--- config.mk ---
export PLATFORM = sky130hd
export DESIGN_NAME = cs_addr_decoder
export DESIGN_NICKNAME = d
export VERILOG_FILES = /design/src/rtl/cs_dec_pkg.sv /design/src/rtl/cs_region_cfg.sv /design/src/rtl/cs_region_match.sv /design/src/rtl/cs_err_status.sv /design/src/rtl/cs_addr_decoder.sv
export SDC_FILE = /design/constraint.sdc
export NUM_CORES = 1
export LEC_CHECK = 0
export ABC_AREA = 1
export BUFFER_PORTS_ARGS = -buffer_cell sky130_fd_sc_hd__buf_2
export CAP_MARGIN = 40
export CORE_ASPECT_RATIO = 1.2
export CORE_UTILIZATION = 61
export DETAILED_ROUTE_END_ITERATION = 8
export PLACE_DENSITY = 0.91
export SYNTH_ARGS = -nofsm -noshare
export SYNTH_HDL_FRONTEND = slang
export SYNTH_SLANG_ARGS = --single-unit
export TNS_END_PERCENT = 30
--- constraint.sdc ---
create_clock -name clk_i -period 5.2 [get_ports clk_i]
set_clock_uncertainty 0.2 [all_clocks]
set_input_delay 0.52 -clock clk_i [delete_from_list [all_inputs] [get_ports clk_i]]
set_output_delay 0.52 -clock clk_i [all_outputs]
set_load 0.02 [all_outputs]
--- src/rtl/cs_dec_pkg.sv ---
package cs_dec_pkg;
  localparam int BASE_W   = 6;
  localparam int MASK_W   = 4;
  localparam int CFG_W    = 12;
  localparam int EN_BIT   = 6;
  localparam int MASK_LSB = 8;
  // bits kept in the stored word; enable is held separately, bit 7 dropped
  localparam logic [CFG_W-1:0] FIELD_KEEP = 12'hF3F;

  function automatic logic [MASK_W-1:0] eff_mask(input logic [MASK_W-1:0] m, input logic wide);
    if (!wide && m == '0) return {1'b1, {(MASK_W-1){1'b0}}};
    return m;
  endfunction
endpackage

--- src/rtl/cs_region_cfg.sv ---
module cs_region_cfg
  import cs_dec_pkg::*;
#(
  parameter logic RESET_EN = 1'b0
) (
  input  logic                clk_i,
  input  logic                rst_ni,
  input  logic                wr_i,
  input  logic [CFG_W-1:0]    wdata_i,
  input  logic                busy_i,
  output logic [BASE_W-1:0]   base_o,
  output logic [MASK_W-1:0]   mask_o,
  output logic                en_o,
  output logic [CFG_W-1:0]    rdata_o
);
  logic [CFG_W-1:0] word_q;
  logic             en_q, pend_q;

  always_ff @(posedge clk_i or negedge rst_ni) begin
    if (!rst_ni) begin
      word_q <= '0;
      en_q   <= RESET_EN;
      pend_q <= 1'b0;
    end else if (wr_i) begin
      if (!en_q) begin
        word_q <= wdata_i & FIELD_KEEP;
        en_q   <= wdata_i[EN_BIT];
        pend_q <= 1'b0;
      end else if (!wdata_i[EN_BIT]) begin
        // disable request: defer while traffic is outstanding
        if (busy_i) pend_q <= 1'b1;
        else begin
          en_q   <= 1'b0;
          pend_q <= 1'b0;
        end
      end else begin
        pend_q <= 1'b0;
      end
    end else if (pend_q && !busy_i) begin
      en_q   <= 1'b0;
      pend_q <= 1'b0;
    end
  end

  assign base_o  = word_q[BASE_W-1:0];
  assign mask_o  = word_q[MASK_LSB +: MASK_W];
  assign en_o    = en_q;
  assign rdata_o = word_q | (CFG_W'(en_q) << EN_BIT);
endmodule

--- src/rtl/cs_region_match.sv ---
module cs_region_match
  import cs_dec_pkg::*;
#(
  parameter int   ADDR_W = 30,
  parameter logic WIDE   = 1'b1
) (
  input  logic [ADDR_W-1:0] addr_i,
  input  logic [BASE_W-1:0] base_i,
  input  logic [MASK_W-1:0] mask_i,
  input  logic              en_i,
  output logic              hit_o
);
  localparam int FIX_W = BASE_W - MASK_W;

  logic [BASE_W-1:0] diff;
  logic [MASK_W-1:0] mask_eff;

  assign diff     = addr_i[ADDR_W-1 -: BASE_W] ^ base_i;
  assign mask_eff = eff_mask(mask_i, WIDE);
  assign hit_o    = en_i && (diff[BASE_W-1 -: FIX_W] == '0) && ((diff[MASK_W-1:0] & mask_eff) == '0);
endmodule

--- src/rtl/cs_err_status.sv ---
module cs_err_status #(
  parameter int ADDR_W = 30,
  parameter int NUM_REGIONS = 8
) (
  input  logic                   clk_i,
  input  logic                   rst_ni,
  input  logic                   err_i,
  input  logic [ADDR_W-1:0]      addr_i,
  input  logic [NUM_REGIONS-1:0] hits_i,
  input  logic                   clr_i,
  output logic                   flag_o,
  output logic [ADDR_W-1:0]      addr_o,
  output logic [NUM_REGIONS-1:0] hits_o
);
  logic                   flag_q;
  logic [ADDR_W-1:0]      addr_q;
  logic [NUM_REGIONS-1:0] hits_q;

  always_ff @(posedge clk_i or negedge rst_ni) begin
    if (!rst_ni) begin
      flag_q <= 1'b0;
      addr_q <= '0;
      hits_q <= '0;
    end else if (err_i && (!flag_q || clr_i)) begin
      flag_q <= 1'b1;
      addr_q <= addr_i;
      hits_q <= hits_i;
    end else if (clr_i) begin
      flag_q <= 1'b0;
    end
  end

  assign flag_o = flag_q;
  assign addr_o = addr_q;
  assign hits_o = hits_q;
endmodule

--- src/rtl/cs_addr_decoder.sv ---
module cs_addr_decoder
  import cs_dec_pkg::*;
#(
  parameter int NUM_REGIONS  = 8,
  parameter int ADDR_W       = 30,
  parameter int WIDE_REGIONS = 2,
  localparam int IDX_W       = $clog2(NUM_REGIONS)
) (
  input  logic                   clk_i,
  input  logic                   rst_ni,
  input  logic                   cfg_we_i,
  input  logic [IDX_W-1:0]       cfg_idx_i,
  input  logic [CFG_W-1:0]       cfg_wdata_i,
  output logic [CFG_W-1:0]       cfg_rdata_o,
  input  logic [NUM_REGIONS-1:0] busy_i,
  input  logic                   req_i,
  input  logic [ADDR_W-1:0]      addr_i,
  output logic [NUM_REGIONS-1:0] cs_o,
  output logic                   cs_valid_o,
  output logic                   err_o,
  input  logic                   err_clr_i,
  output logic                   err_flag_o,
  output logic [ADDR_W-1:0]      err_addr_o,
  output logic [NUM_REGIONS-1:0] err_hits_o
);
  logic [NUM_REGIONS-1:0]        region_en;
  logic [NUM_REGIONS-1:0]        region_hit;
  logic [NUM_REGIONS*BASE_W-1:0] region_base;
  logic [NUM_REGIONS*MASK_W-1:0] region_mask;
  logic [CFG_W-1:0]              region_rd [NUM_REGIONS];

  for (genvar g = 0; g < NUM_REGIONS; g++) begin : g_region
    cs_region_cfg #(
      .RESET_EN (g == 0)
    ) u_cfg (
      .clk_i   (clk_i),
      .rst_ni  (rst_ni),
      .wr_i    (cfg_we_i && (cfg_idx_i == IDX_W'(g))),
      .wdata_i (cfg_wdata_i),
      .busy_i  (busy_i[g]),
      .base_o  (region_base[g*BASE_W +: BASE_W]),
      .mask_o  (region_mask[g*MASK_W +: MASK_W]),
      .en_o    (region_en[g]),
      .rdata_o (region_rd[g])
    );

    cs_region_match #(
      .ADDR_W (ADDR_W),
      .WIDE   (g < WIDE_REGIONS)
    ) u_match (
      .addr_i (addr_i),
      .base_i (region_base[g*BASE_W +: BASE_W]),
      .mask_i (region_mask[g*MASK_W +: MASK_W]),
      .en_i   (region_en[g]),
      .hit_o  (region_hit[g])
    );
  end

  assign cfg_rdata_o = region_rd[cfg_idx_i];

  logic single_hit, req_err;
  assign single_hit = (region_hit != '0) && ((region_hit & (region_hit - 1'b1)) == '0);
  assign req_err    = req_i && !single_hit;

  logic [NUM_REGIONS-1:0] cs_q;
  logic                   err_q;

  always_ff @(posedge clk_i or negedge rst_ni) begin
    if (!rst_ni) begin
      cs_q  <= '0;
      err_q <= 1'b0;
    end else begin
      cs_q  <= (req_i && single_hit) ? region_hit : '0;
      err_q <= req_err;
    end
  end

  assign cs_o       = cs_q;
  assign cs_valid_o = |cs_q;
  assign err_o      = err_q;

  cs_err_status #(
    .ADDR_W      (ADDR_W),
    .NUM_REGIONS (NUM_REGIONS)
  ) u_err (
    .clk_i  (clk_i),
    .rst_ni (rst_ni),
    .err_i  (req_err),
    .addr_i (addr_i),
    .hits_i (region_hit),
    .clr_i  (err_clr_i),
    .flag_o (err_flag_o),
    .addr_o (err_addr_o),
    .hits_o (err_hits_o)
  );
endmodule

=== Word-level counts from Yosys, hierarchy flattened ===
Cells that the tools add are included.

* Output and inout port bits: 61
* Input port bits: 58
* Flip-flop bits (word level): 144

* Mux-type cells: 88
* Eq/ne operators: 7
* $add $sub $neg: 1
* Bitwise logic cells: 34
* Reductions and logical operators: 90
* $lt $le $gt $ge: 1

{| class="wikitable"
|+ Operators by type and width
! kind !! number
|-
| $or 12x7->12 || 8
|-
| $mux 1 || 72
|-
| $logic_not 4->1 || 14
|-
| $mux 4 || 12
|-
| $xor 6x6->6 || 8
|-
| $bmux 12 s3 || 1
|-
| $logic_and 1x1->1 || 36
|-
| $and 4x4->4 || 8
|-
| $mux 12 || 2
|-
| $reduce_bool 2->1 || 9
|-
| $logic_not 2->1 || 8
|-
| $reduce_and 2->1 || 8
|-
| $eq 3x3->1 const B || 4
|-
| $logic_not 1->1 || 10
|-
| $and 8x8->8 || 1
|-
| $logic_not 8->1 || 1
|-
| $mux 8 || 1
|-
| $not 1->1 || 8
|-
| $reduce_bool 8->1 || 1
|-
| $reduce_or 8->1 || 1
|-
| $sub 8x1->8 const B || 1
|-
| $eq 3x2->1 const B || 2
|-
| $ge 4x4->1 const B || 1
|-
| $not 3->4 || 1
|-
| other kinds (3) || 3
|}

=== Longest topological paths before layout ===
* Depth in word-level cells: 14
* Gate-level depth with buffers: 18
* Gate-level depth less buffers: 15

=== Hierarchy ===
A second synthesis with hierarchy kept.

* Cell total of the unflattened synthesis: 1,233
* Area, all modules: 8,699.6 um^2

{| class="wikitable"
|+ Modules (own cells, without submodules)
! module !! instances !! cells an instance !! area an instance (um^2) !! seq. area each (um^2)
|-
| cs_region_cfg (g_region[1].u_cfg ...) || 7 || 71 || 603.1 || 300.3
|-
| cs_err_status || 1 || 169 || 1,549.0 || 975.9
|-
| cs_addr_decoder || 1 || 238 || 1,236.2 || 225.2
|-
| cs_region_match (g_region[2].u_match ...) || 6 || 34 || 142.6 || 0.0
|-
| cs_region_cfg (g_region[0].u_cfg) || 1 || 71 || 604.3 || 301.5
|-
| cs_region_match (g_region[0].u_match ...) || 2 || 27 || 116.4 || 0.0
|}

=== Worst setup path before layout ===
OpenSTA, ideal clock, no wires.

* Kind: input to output
* Start: in cfg_idx_i[0]
* End: out cfg_rdata_o[3]
* Setup slack: 2.714 ns
* Stages on the path: 5
* Buffers on the path: 2
* Required time: 4.480 ns
* Arrival: 1.766 ns
* Cells stage by stage: nor2_1 -> clkbuf_1 -> clkbuf_1 -> a22oi_1 -> a31oi_1

* Cells in the longest elaborated chain, start to end: 4

{| class="wikitable"
|+ RTL lines
! element !! line !! RTL
|-
| start, declared || cs_addr_decoder.sv:12 || <nowiki>input logic [IDX_W-1:0] cfg_idx_i,</nowiki>
|-
| $not 3->4 (implied by the code) || cs_addr_decoder.sv:59 || <nowiki>assign cfg_rdata_o = region_rd[cfg_idx_i];</nowiki>
|-
| $bmux 12 s3 || cs_addr_decoder.sv:59 ||
|-
| $mux 12 (implied by the code) (2 in a row) || cs_addr_decoder.sv:59 ||
|-
| end, declared || cs_addr_decoder.sv:14 || <nowiki>output logic [CFG_W-1:0] cfg_rdata_o,</nowiki>
|}

No other way between the ends. The select of a mux whose other input is x is not followed.

=== Worst setup path in the final report ===
* Start: in cfg_idx_i[1]
* End: out cfg_rdata_o[3]

Same word-level chain as after synthesis.

==> results.py <==
metrics = {
    "setup_path": {
        "slowest_delay_ps": 540,
        "r2r_cells": 14,
        "startpoint_type": "input port",
        "cp.required_ps": 4480,
        "regToRegStartpoint": "g_region[2].u_cfg.word_q[10]$_DFFE_PN0P_",
        "crit_type": "input port to output port",
        "critPathMaxFanout": 17,
        "path_depth": 8,
        "end_kind": "output port",
        "r2r-end": "u_err.hits_o[7]$_DFFE_PN0P_",
        "worstSetupEndpoint": "cfg_rdata_o[3]",
        "setup.worst_path.start": "cfg_idx_i[1]",
        "cp_top_family": "simple AND/OR/NAND/NOR gates",
        "crit_chain": "buf_2 -> nand2_1 -> clkinv_1 -> nand2_1 -> nand4_1 -> nor2_1 -> a31oi_1 -> buf_2",
        "worstPathBufferInverterCount": 3,
        "crit_slowest_cell": "nand2_1",
        "regToRegSetupSlack_ps": 2210,
        "worstPathArrival_ps": 2430,
    },
    "placed_design": {
        "gp_congestion": 0.963,
        "numPortBuffers": 116,
        "place_area_um2": 7890,
        "hpwl_mm": 13.4,
    },
    "die": {
        "die_area_um2": 12400,
        "die_h_um": 122,
        "ios": 119,
        "die_w_um": 102,
        "num_rows": 43,
        "initial_utilization_pct": 62.9,
        "core_um2": 11600,
    },
    "timing": {
        "tns_ps": 0,
        "fin_crit_sh_pct": 60.6,
        "setup_viol": 0,
        "drv_slew": 0,
        "maxSlewHeadroom_pct": 48.2,
        "rsz0062_at_grt": "false",
        "finalHoldViolations": 0,
        "period_minus_slack_ps": 3150,
        "max_freq_mhz": 318,
        "tightest_slew_ps": 778,
    },
    "grt": {
        "grt_max_degree": 98,
        "overflow": 0,
        "grt_pass1_vias": 6606,
        "antenna_found_initial": 0,
        "grt_pass1_wl_mm": 31.6,
        "grt_util_all_layers_pct": 33.6,
    },
    "layout": {
        "final_common_cell": "nand2_1",
        "drive_gt1_share_pct": 15.5,
        "diodes": 0,
        "syn2layout_area_growth_pct": 16.7,
        "post-route-cell-area_um2": 8490,
        "nNetsFinal": 1109,
        "mostFrequentLayoutCells": "nand2_1 (325), dfrtp_1 (143), buf_2 (115)",
    },
    "yosys": {
        "yosys.area_share.simple_pct": 27.6,
        "yosysUniqueCellTypes": 34,
        "synth-xor-area-share_pct": 0.722,
        "yosys_register_bits": 144,
        "yosysTopAreaCell": "dfrtp_1",
        "synth_fp_nets": 1016,
        "ys_warn_count": 0,
        "synth_compound_area_share_pct": 13.5,
        "netlist.area_leader.share_pct": 49.2,
        "synth_edf_count": 0,
        "synth-adder-area-share_pct": 0,
        "synth_top_family_by_area": "simple AND/OR/NAND/NOR gates",
        "synth_area_leaders": "dfrtp_1 (49%), nand2_1 (17%), o21ai_0 (7.4%)",
        "synthMuxAreaShare_pct": 0,
        "synth-main-ff-cell": "dfrtp_1",
        "synthArstFlopShare_pct": 100,
        "syn_inst": 958,
        "avgSynthCellArea_um2": 7.60,
        "ys_seq_area_share_pct": 49.5,
        "syn_area_um2": 7280,
    },
    "drt": {
        "top_layer_used": "met4",
        "viasPerCell": 5.89,
        "wirelength_mm": 20.0,
        "drcViolationCount": 0,
        "vias": 7195,
        "met2_length_mm": 9.43,
        "drtIter0Drc": 1035,
        "met3WireLength_mm": 1.88,
        "m1WireLength_mm": 7.71,
        "post_drt_wl_per_cell_um": 16.4,
        "drtAntennaViolNets": 0,
        "dr.pass1.iters": 7,
    },
    "clock_tree": {
        "cts_made_buffers": 17,
        "cts_tree": "done",
        "clockRootBuffer": "clkbuf_16",
        "cts.sinks": 144,
        "clk_pin_slew_ps": 60,
        "clk_latency_ps": 430,
        "htreeDepth": 4,
        "cts.repair.resized": 0,
        "clockBufferDepth": 2,
    },
    "power_and_ir_drop": {
        "p_leak_nw": 4.47,
        "power_density_nw_per_um2": 517,
        "ir_drop_mv": 0.268,
    },
    "flow_run": {
        "cap_violations": 0,
    },
    "worst_hold_path": {
        "min_path_type": "input port to flop",
    },
    "outcome": {
        "status": "completed",
    },
}
[cell type report]
type,count,area [µm²]
flip-flops and latches,144,3600
fillers,876,3080
multi-input cells,664,3050
repair buffers,124,669
clock buffers,21,460
inverters,100,375
well taps,157,196
clock inverters,11,131
[worst min path at each step]
stage	depth (start not counted)	endpoint	slack [ps]	startpoint
after floorplan	0	cs_o[0]$_DFF_PN0_	20	rst_ni
after global placement	2	u_err.addr_o[8]$_DFFE_PN0P_	250	u_err.addr_o[8]$_DFFE_PN0P_
after detailed placement	2	u_err.addr_o[17]$_DFFE_PN0P_	250	u_err.addr_o[17]$_DFFE_PN0P_
after CTS	3	u_err.addr_o[13]$_DFFE_PN0P_	150	addr_i[13]
after global routing	3	u_err.addr_o[16]$_DFFE_PN0P_	160	addr_i[16]
final	3	u_err.addr_o[13]$_DFFE_PN0P_	150	addr_i[13]
[flip-flops by register name (all words and copies together) (netlist names)]
name	count
cs_o	8
g_region.u_cfg.pend_q	8
g_region.u_cfg.en_o	8
err_o	1
g_region.u_cfg.word_q	80
u_err.flag_o	1
u_err.addr_o	30
u_err.hits_o	8
[per-stage QoR]
| step | hold WS [ps] | total power (W) | worst slack, ps | cells | utilization [%] |
|---|---|---|---|---|---|
| after floorplan | 24.4 | 0.00271 | 2710 | 958 | - |
| after global placement | 247 | 0.00308 | 1970 | 1186 | 67.9 |
| after detailed placement | 254 | 0.00314 | 1930 | 1188 | 68.2 |
| after CTS | 153 | 0.00436 | 2180 | 1221 | 73.4 |
| after global routing | 163 | 0.00465 | 1990 | 1221 | 73.4 |
| final | 150 | 0.00439 | 2050 | 1221 | 73.4 |
[cells in the mapped netlist (all sizes together) (5+ instances only)]
cell,n
nand4,45
a22oi,5
clkbuf,34
o21ai,112
a21oi,20
nand2,328
nor2,62
a221oi,8
xor2,6
nand3,41
o22ai,15
buf,16
o2111ai,6
inv,99
dfrtp,143
[per-layer routing]
layer	GRT usage (%)	up-vias
met3	7.52	102
li1	-	3318
met5	0	-
met1	41.4	3310
met4	18.4	0
met2	54.6	465
[tightest hold or removal path, delay by kind of cell]
| family | cells | cell delay, ps |
|---|---|---|
| AND/OR/NAND/NOR | 2 | 150 |
| buffers and inverters | 1 | 80 |
[timing repair]
| item | CTS | global route |
|---|---|---|
| setup buffers | 0 | 0 |
| endpoints found under the hold margin | 95 | 0 |
| hold buffers | 1 | 0 |
[report_power, final]
group | internal [W] | switching, W | total [W]
sequential | 0.00148 | 0.000292 | 0.00177
combinational | 0.000468 | 0.000943 | 0.00141
clock | 0.000735 | 0.000479 | 0.00121
[cell families (layout without fill, tap and decap cells)]
logic type,count (synthesis),after routing
XOR/XNOR,6,6
flip-flops,144,144
AND/OR/NAND/NOR,482,482
AO/OA/AOI/OAI,175,175
other,1,1
buffers and inverters,150,256
Power figures use the tool's default switching activity.
